## src/rtl/twdog_pkg.sv

```systemverilog
package twdog_pkg;

    typedef enum logic [1:0] {
        WD_IDLE = 2'd0,
        WD_RUN  = 2'd1,
        WD_BITE = 2'd2
    } wd_state_e;

    // word selects (bus_addr[3:2])
    localparam int unsigned SEL_CTRL0 = 0;
    localparam int unsigned SEL_CTRL1 = 1;
    localparam int unsigned SEL_TBASE = 2;

    // control 0 field positions
    localparam int unsigned BIT_RSTF = 3;
    localparam int unsigned BIT_WARN = 2;
    localparam int unsigned BIT_ENA  = 1;
    // control 1 field position
    localparam int unsigned BIT_ENB  = 0;

endpackage

```

## src/rtl/tbase_wdog_timebase.sv

```systemverilog
module tbase_wdog_timebase #(
    parameter int unsigned WIDTH = 32
) (
    input  logic             clk,
    input  logic             rst_n,
    output logic [WIDTH-1:0] count
);

    always_ff @(posedge clk or negedge rst_n) begin
        if (!rst_n) begin
            count <= '0;
        end else begin
            count <= count + 1'b1;
        end
    end

endmodule

```

## src/rtl/tbase_wdog_regs.sv

```systemverilog
module tbase_wdog_regs
    import twdog_pkg::*;
#(
    parameter int unsigned DATA_W      = 32,
    parameter int unsigned ADDR_W      = 4,
    parameter bit          ENABLE_ONCE = 1'b0
) (
    input  logic              clk,
    input  logic              rst_n,
    input  logic              bus_wr,
    input  logic [ADDR_W-1:0] bus_addr,
    input  logic [DATA_W-1:0] bus_wdata,
    input  logic [DATA_W-1:0] tb_count,
    input  logic              set_wds,
    input  logic              set_wrs,
    output logic [DATA_W-1:0] rdata,
    output logic              en_a_q,
    output logic              en_b_q,
    output logic              en_both,
    output logic              wds_q,
    output logic              wrs_q,
    output logic              kick,
    output logic              locked
);

    localparam int unsigned SEL_W = ADDR_W - 2;

    logic [SEL_W-1:0] sel;
    logic             wr_ctrl0;
    logic             wr_ctrl1;
    logic             clr_wds;
    logic             clr_wrs;
    logic             unused_bits;

    assign sel         = bus_addr[ADDR_W-1:2];
    assign wr_ctrl0    = bus_wr && (sel == SEL_W'(SEL_CTRL0));
    assign wr_ctrl1    = bus_wr && (sel == SEL_W'(SEL_CTRL1));
    assign clr_wds     = wr_ctrl0 && bus_wdata[BIT_WARN];
    assign clr_wrs     = wr_ctrl0 && bus_wdata[BIT_RSTF];
    assign kick        = clr_wds || clr_wrs;
    assign en_both     = en_a_q && en_b_q;
    assign unused_bits = ^{bus_addr[1:0], bus_wdata[DATA_W-1:4]};

    // enable-once variant: a sticky arm record blocks disabling writes
    generate
        if (ENABLE_ONCE) begin : g_lock
            logic armed_q;
            always_ff @(posedge clk or negedge rst_n) begin
                if (!rst_n) begin
                    armed_q <= 1'b0;
                end else if (en_both) begin
                    armed_q <= 1'b1;
                end
            end
            assign locked = armed_q || en_both;
        end else begin : g_nolock
            assign locked = 1'b0;
        end
    endgenerate

    always_ff @(posedge clk or negedge rst_n) begin
        if (!rst_n) begin
            en_a_q <= 1'b0;
            en_b_q <= 1'b0;
        end else begin
            if (wr_ctrl0 && !(locked && !bus_wdata[BIT_ENA])) begin
                en_a_q <= bus_wdata[BIT_ENA];
            end
            if (wr_ctrl1 && !(locked && !bus_wdata[BIT_ENB])) begin
                en_b_q <= bus_wdata[BIT_ENB];
            end
        end
    end

    always_ff @(posedge clk or negedge rst_n) begin
        if (!rst_n) begin
            wds_q <= 1'b0;
            wrs_q <= 1'b0;
        end else begin
            wds_q <= (wds_q && !clr_wds) || set_wds;
            wrs_q <= (wrs_q && !clr_wrs) || set_wrs;
        end
    end

    always_comb begin
        rdata = '0;
        case (sel)
            SEL_W'(SEL_CTRL0): begin
                rdata[BIT_RSTF] = wrs_q;
                rdata[BIT_WARN] = wds_q;
                rdata[BIT_ENA]  = en_a_q;
                rdata[0]        = en_b_q;
            end
            SEL_W'(SEL_CTRL1): rdata[BIT_ENB] = en_b_q;
            SEL_W'(SEL_TBASE): rdata = tb_count;
            default:           rdata = '0;
        endcase
    end

endmodule

```

## src/rtl/tbase_wdog_fsm.sv

```systemverilog
module tbase_wdog_fsm
    import twdog_pkg::*;
#(
    parameter int unsigned INTERVAL_LOG2 = 8,
    parameter int unsigned RST_PULSE_CYC = 4
) (
    input  logic clk,
    input  logic rst_n,
    input  logic en_both,
    input  logic kick,
    input  logic wds_flag,
    output logic set_wds,
    output logic set_wrs,
    output logic wdog_rst
);

    localparam int unsigned PC_W = (RST_PULSE_CYC > 1) ? $clog2(RST_PULSE_CYC) : 1;
    localparam logic [INTERVAL_LOG2-1:0] IVAL_LAST = '1;
    localparam logic [PC_W-1:0]          PC_LAST   = PC_W'(RST_PULSE_CYC - 1);

    wd_state_e               state_q;
    wd_state_e               state_d;
    logic [INTERVAL_LOG2-1:0] ival_q;
    logic [PC_W-1:0]          pc_q;
    logic                     expire;
    logic                     pulse_done;

    // a keepalive in the expiry cycle cancels the expiry
    assign expire     = (state_q != WD_BITE) && en_both && (ival_q == IVAL_LAST) && !kick;
    assign pulse_done = (state_q == WD_BITE) && (pc_q == PC_LAST);
    assign set_wds    = expire && !wds_flag;
    assign set_wrs    = expire && wds_flag;

    always_ff @(posedge clk or negedge rst_n) begin
        if (!rst_n) begin
            state_q <= WD_IDLE;
        end else begin
            state_q <= state_d;
        end
    end

    always_comb begin
        state_d = state_q;
        unique case (state_q)
            WD_IDLE: begin
                if (set_wrs) begin
                    state_d = WD_BITE;
                end else if (en_both) begin
                    state_d = WD_RUN;
                end
            end
            WD_RUN: begin
                if (set_wrs) begin
                    state_d = WD_BITE;
                end else if (!en_both) begin
                    state_d = WD_IDLE;
                end
            end
            WD_BITE: begin
                if (pulse_done) begin
                    state_d = en_both ? WD_RUN : WD_IDLE;
                end
            end
            default: state_d = WD_IDLE;
        endcase
    end

    always_comb begin
        wdog_rst = (state_q == WD_BITE);
    end

    always_ff @(posedge clk or negedge rst_n) begin
        if (!rst_n) begin
            ival_q <= '0;
        end else if (state_q == WD_BITE || !en_both || kick || expire) begin
            ival_q <= '0;
        end else begin
            ival_q <= ival_q + 1'b1;
        end
    end

    always_ff @(posedge clk or negedge rst_n) begin
        if (!rst_n) begin
            pc_q <= '0;
        end else if (state_q == WD_BITE) begin
            pc_q <= pulse_done ? '0 : pc_q + 1'b1;
        end else begin
            pc_q <= '0;
        end
    end

endmodule

```

## src/rtl/tbase_wdog.sv

```systemverilog
module tbase_wdog
    import twdog_pkg::*;
#(
    parameter int unsigned DATA_W        = 32,
    parameter int unsigned ADDR_W        = 4,
    parameter int unsigned INTERVAL_LOG2 = 8,
    parameter int unsigned RST_PULSE_CYC = 4,
    parameter bit          ENABLE_ONCE   = 1'b0
) (
    input  logic              clk,
    input  logic              rst_n,
    input  logic              bus_wr,
    input  logic [ADDR_W-1:0] bus_addr,
    input  logic [DATA_W-1:0] bus_wdata,
    output logic [DATA_W-1:0] bus_rdata,
    output logic              wdog_irq,
    output logic              wdog_rst
);

    logic [DATA_W-1:0] tb_count;
    logic              en_a_q;
    logic              en_b_q;
    logic              en_both;
    logic              wds_q;
    logic              wrs_q;
    logic              kick;
    logic              locked;
    logic              set_wds;
    logic              set_wrs;

    tbase_wdog_timebase #(.WIDTH(DATA_W)) u_tbase (
        .clk   (clk),
        .rst_n (rst_n),
        .count (tb_count)
    );

    tbase_wdog_regs #(
        .DATA_W      (DATA_W),
        .ADDR_W      (ADDR_W),
        .ENABLE_ONCE (ENABLE_ONCE)
    ) u_regs (
        .clk       (clk),
        .rst_n     (rst_n),
        .bus_wr    (bus_wr),
        .bus_addr  (bus_addr),
        .bus_wdata (bus_wdata),
        .tb_count  (tb_count),
        .set_wds   (set_wds),
        .set_wrs   (set_wrs),
        .rdata     (bus_rdata),
        .en_a_q    (en_a_q),
        .en_b_q    (en_b_q),
        .en_both   (en_both),
        .wds_q     (wds_q),
        .wrs_q     (wrs_q),
        .kick      (kick),
        .locked    (locked)
    );

    tbase_wdog_fsm #(
        .INTERVAL_LOG2 (INTERVAL_LOG2),
        .RST_PULSE_CYC (RST_PULSE_CYC)
    ) u_fsm (
        .clk      (clk),
        .rst_n    (rst_n),
        .en_both  (en_both),
        .kick     (kick),
        .wds_flag (wds_q),
        .set_wds  (set_wds),
        .set_wrs  (set_wrs),
        .wdog_rst (wdog_rst)
    );

    assign wdog_irq = wds_q && en_both;

endmodule

```

## config.mk

```make
export PLATFORM = sky130hd
export DESIGN_NAME = tbase_wdog
export DESIGN_NICKNAME = d
export VERILOG_FILES = /design/src/rtl/twdog_pkg.sv /design/src/rtl/tbase_wdog_timebase.sv /design/src/rtl/tbase_wdog_regs.sv /design/src/rtl/tbase_wdog_fsm.sv /design/src/rtl/tbase_wdog.sv
export SDC_FILE = /design/constraint.sdc
export NUM_CORES = 1
export LEC_CHECK = 0
export ABC_CLOCK_PERIOD_IN_PS = 2350
export CAP_MARGIN = 20
export CORE_MARGIN = 4
export CORE_UTILIZATION = 63
export DETAILED_ROUTE_END_ITERATION = 6
export DONT_BUFFER_PORTS = 1
export PLACE_DENSITY_LB_ADDON = 0.05
export REMOVE_ABC_BUFFERS = 1
export SLEW_MARGIN = 30
export SYNTH_ARGS = -nofsm -noshare
export SYNTH_HDL_FRONTEND = slang
export SYNTH_HIERARCHICAL = 1
export SYNTH_SLANG_ARGS = --single-unit
```

## constraint.sdc

```tcl
create_clock -name clk -period 2.35 [get_ports clk]
set_clock_uncertainty 0.1 [all_clocks]
set_input_delay 0.1175 -clock clk [delete_from_list [all_inputs] [get_ports clk]]
set_output_delay 0.1175 -clock clk [all_outputs]
set_load 0.01 [all_outputs]
```

Word level (Yosys, flattened, before mapping)
Cells that the tools add are included.
{"block": "word_totals", "ff_bits": 48, "word_cells": 63, "input_bits": 39, "out_inout_bits": 34}
{"block": "op_classes", "eq_ne": 10, "reduce_logical": 29, "add_sub_neg": 3, "n_mux": 13}
{"op": "32-bit by 1-bit adder with 32-bit output, second input constant", "count": 1}
{"op": "28-bit two-way mux", "count": 1}
{"op": "1-bit logical AND", "count": 14}
{"op": "2-bit two-way mux", "count": 7}
{"op": "8-bit by 1-bit adder with 8-bit output, second input constant", "count": 1}
{"op": "8-bit equality test, second input constant", "count": 1}
{"op": "8-bit two-way mux", "count": 1}
{"op": "2-bit equality test, second input constant", "count": 3}
{"op": "1-bit logical OR", "count": 6}
{"op": "3-bit inequality test, second input constant", "count": 2}
{"op": "2-bit one-hot mux with 3 select lines", "count": 1}
{"op": "3-bit one-hot mux with 2 select lines", "count": 1}
{"op": "1-bit logical NOT", "count": 5}
{"op": "2-bit by 1-bit equality test with 1-bit output, second input constant", "count": 2}
{"op": "2-bit logical NOT", "count": 2}
{"op": "3-bit AND reduction", "count": 1}
{"op": "2-bit by 1-bit adder with 2-bit output, second input constant", "count": 1}
{"op": "2-bit by 1-bit inequality test with 1-bit output, second input constant", "count": 1}
{"op": "2-bit inequality test, second input constant", "count": 1}
{"op": "1-bit one-hot mux with 2 select lines", "count": 1}
{"op": "2-bit OR reduction", "count": 1}
{"op": "1-bit two-way mux", "count": 1}

Depth between registers and ports, before layout
{"block": "depth", "ltp_word": 9, "mapped_depth": 8, "depth_no_buf": 7}

Modules after synthesis
Netlist, hierarchy kept.
{"mod": "tbase_wdog_timebase", "instances": 1, "area_per_inst_um2": 1478.9, "cells_each": 127}
{"mod": "tbase_wdog_fsm", "instances": 1, "area_per_inst_um2": 575.6, "cells_each": 57}
{"mod": "tbase_wdog_regs", "instances": 1, "area_per_inst_um2": 484.2, "cells_each": 60}
{"mod": "tbase_wdog", "instances": 1, "area_per_inst_um2": 6.3, "cells_each": 1}

Worst setup path before layout
No wires, ideal clock.
{"block": "synth_timing", "kind": "reg-to-reg", "startpoint": "register u_fsm.ival_q[0]", "endpoint": "register u_fsm.state_q[0]", "t_arrival_ps": 1506, "setup_slack_ps": 618, "required_ps": 2124, "setup_ps": 126, "stages_incl_launch_ff": 5, "period_less_slack_ps": 1732, "path_cell_list": "dfrtp_1 -> ha_1 -> nand4_2 -> or4_4 -> o311a_1"}
{"block": "synth_via", "elab_chain_cells": 6}
{"element": "from (decl)", "line_no": "tbase_wdog_fsm.sv:23", "rtl": "logic [INTERVAL_LOG2-1:0] ival_q;"}
{"element": "from (signal assigned)", "line_no": "tbase_wdog_fsm.sv:78", "rtl": "ival_q <= ival_q + 1'b1;"}
{"element": "8-bit equality test *", "line_no": "tbase_wdog_fsm.sv:29", "rtl": "assign expire = (state_q != WD_BITE) && en_both && (ival_q == IVAL_LAST) && !kick;"}
{"element": "1-bit logical AND * (2 in series)", "line_no": "tbase_wdog_fsm.sv:29"}
{"element": "1-bit logical AND *", "line_no": "tbase_wdog_fsm.sv:32", "rtl": "assign set_wrs = expire && wds_flag;"}
{"element": "3-bit inequality test (no source line), or another cell as far along"}
{"element": "3-bit AND reduction (no source line) / 2-bit one-hot mux with 3 select lines (equally long branches)"}
{"element": "to (signal assigned)", "line_no": "tbase_wdog_fsm.sv:38", "rtl": "state_q <= state_d;"}
{"element": "to (decl)", "line_no": "tbase_wdog_fsm.sv:21", "rtl": "wd_state_e state_q;"}
Every way passes the cells marked *; elsewhere a longest branch is shown, timed or not.
A chain may end at the register's enable or synchronous reset.

Worst setup path after layout
{"block": "layout_timing", "startpoint": "register u_tbase.count[0]", "endpoint": "register u_tbase.count[28]"}
{"block": "layout_via", "elab_chain_cells": 1}
{"element": "from (decl)", "line_no": "tbase_wdog_timebase.sv:6", "rtl": "output logic [WIDTH-1:0] count"}
{"element": "from (signal assigned)", "line_no": "tbase_wdog_timebase.sv:13", "rtl": "count <= count + 1'b1;"}
{"element": "32-bit by 1-bit adder with 32-bit output", "line_no": "tbase_wdog_timebase.sv:13"}
No other way between the ends.

==> summary.md <==
| Metric | Value |
|---|---|
| Data arrival, critical path | around 2100 ps |
| Initial core utilization | 67.2% |
| Status | finished, final reports clean |
| Critical path class | reg2reg |
| # nets final | approximately 290 |
| CTS clk-pin slew, worst paths | roughly 90 ps |
| TritonCTS buffer count | 5 |
| CP max-delay cell | or3_1 |
| Die area | ~0.0051 mm^2 |
| Vias per cell | between 5 and 6 |
| Number of global-route vias before repair | between 1500 and 2000 |
| Layout area overhead | 7.80% |
| HP Start | bus_wdata[3] |
| F_max | about 500 MHz |
| Share of cells above drive strength 1 | 9.09% |
| Power density over the cells | roughly 530 mW/mm^2 |
| Worst r2r src | u_tbase/count[0] |
| Max Slew Vio Count | 0 |
| Worst setup SP type | flop |
| Hold WC Path Type | in2reg |
| CTS Root Cell | clkbuf_8 |
| Minimum clock period | about 2000 ps |
| Final setup vio count | 0 |
| Hold Fails Final Rpt | 0 |
| Synthesized area | approximately 0.0025 mm^2 |
| Global-route wire length before repair | 8.25 mm |
| Layout fillers | between 200 and 300 |
| Max-slew headroom at the worst pin | approximately three fifths |
| Most frequent cells in the layout | 48 x dfrtp_1, 31 x and2_1, 21 x xor2_1, 18 x nor2_1 |
| Worst hold slack | 131 ps |
| Die width | slightly above 70 um |
| CTS tree | built |
| Hold endpoint | u_fsm/ival_q[2] |
| Post-Synthesis Cells | between 200 and 250 |
| Post-route ant nets | 0 |
| Core box area | 0.00377 mm^2 |
| RSZ-0062 raised after global routing | false |
| Initial antenna violation count | 0 |
| Crit path buffers/inverters | 0 |
| Vias | about 1700 |
| Overall Global Routing Usage | 20.3% |
| Final worst path period share | 84.2% |
| Die H | 71.4 um |
| IO Pins | 73 |
| YS warnings | 6 |
| Post-CTS Setup Inserts | 0 |
| FF-to-FF setup slack | ~370 ps |
| # port buffers | 0 |
| Post-Route WL | around 4.7 mm |
| Max cap viols | 0 |
| DRC viols | 0 |
| Critical path's largest stage delay | 500 ps |
| Avg Cell Area, Syn | between 10 and 15 um^2 |
| Worst skew pair latency | roughly 300 ps |
| VDD IR max | around 360 uV |
| WHS Path Cells | 4 |
| CTS H-Tree Depth | 2 |
| Clock sink total | 48 |
| WL per Instance | roughly 16 um |
| CP top delay family | simple AND/OR/NAND/NOR gates |
| Initial DRC count | a little under 100 |
| Setup_tns | 0 ps |
| Multi-input gate area | around 0.0012 mm^2 |
| CP Capture Type | flop |
| Reg-to-Reg End | u_tbase/count[28] |
| Static Leakage | approximately 1.3 nW |
| Clock Path Buffers | 2 |
| CP Cell Sequence | ha_1 -> nand3_1 -> or3_1 -> nor4_1 -> xor2_1 |
| Num rows | 22 |
| GR Overflow Total | 0 |
| Ant diodes | 0 |
| Reg2Reg Depth | 5 |
| TritonRoute pass-1 iters | 4 |
| Critical Path RT | 2480 ps |
| Largest net degree at the start of global routing | between 40 and 50 |
| Commonest non-fill, non-tap cell in the layout | dfrtp_1 |
| Dpl hpwl | 3.20 mm |
| FF/Latch Area | ~0.0012 mm^2 |
| Critical path peak fanout | 10 |
| Final GP Congestion | 0.809 |
| Worst slew pin tran | roughly 590 ps |
-- registers in the layout, indices dropped and copies added, names as in the netlist --
signal and cells:
u_fsm/ival_q 8, u_fsm/pc_q 2, u_fsm/state_q 2, u_regs/en_a_q 1, u_regs/en_b_q 1, u_regs/wds_q 1
u_regs/wrs_q 1, u_tbase/count 32
-- what timing repair did --
action / CTS / global route
hold endpoints to repair: 52 / 0
gates resized for setup: 0 / 0
hold buffers: 10 / 0
-- per-layer routing --
layer	vias to the layer above	track usage, %	share of wire (%)
li1	839	-	-
met1	819	25.0	43
met2	39	36.0	52
met3	5	2.95	4.0
met4	0	7.52	1.3
met5	-	0	0
-- power by group --
part	internal (W)	switching, W
sequential	0.000839	0.0000101
combinational	0.0000446	0.0000511
clock	0.000240	0.000262
-- per-stage QoR --
stage,utilization (%),power [W],setup WS (ps),cell area (um^2),instances
after floorplan,-,0.000909,618,2460,235
after global placement,66.9,0.000919,412,2520,283
after detailed placement,66.9,0.000922,371,2520,283
after CTS,72.4,0.00146,342,2730,301
after global routing,72.4,0.00152,165,2730,301
final,72.4,0.00145,372,2730,301
-- worst reg2reg max path: stages, from the launching register on --
cell,delay (ps)
dfrtp_1,450
ha_1,270
nand3_1,120
or3_1,500
nor4_1,300
xor2_1,180
-- cell type report --
cell class                 instances  area share (%)
tap                               48            2.20
sequential                        48            44.0
inverter                          14            1.92
multi-input combinational        173            44.3
clock buffer                       8            3.30
timing repair buffer              10            4.31
-- worst max path at each step --
stage | slack (ps) | depth (start not counted) | to | startpoint
4_1_cts | 340 | 5 | u_tbase/count[24] | u_tbase/count[0]
3_5_place_dp | 370 | 5 | u_tbase/count[24] | u_tbase/count[0]
6_report | 370 | 5 | u_tbase/count[28] | u_tbase/count[0]
5_1_grt | 160 | 5 | u_tbase/count[28] | u_tbase/count[0]
2_1_floorplan | 620 | 4 | u_fsm/state_q[0] | u_fsm/ival_q[0]
3_3_place_gp | 410 | 5 | u_tbase/count[24] | u_tbase/count[0]
Note: power is estimated with default switching activity, not from simulation.
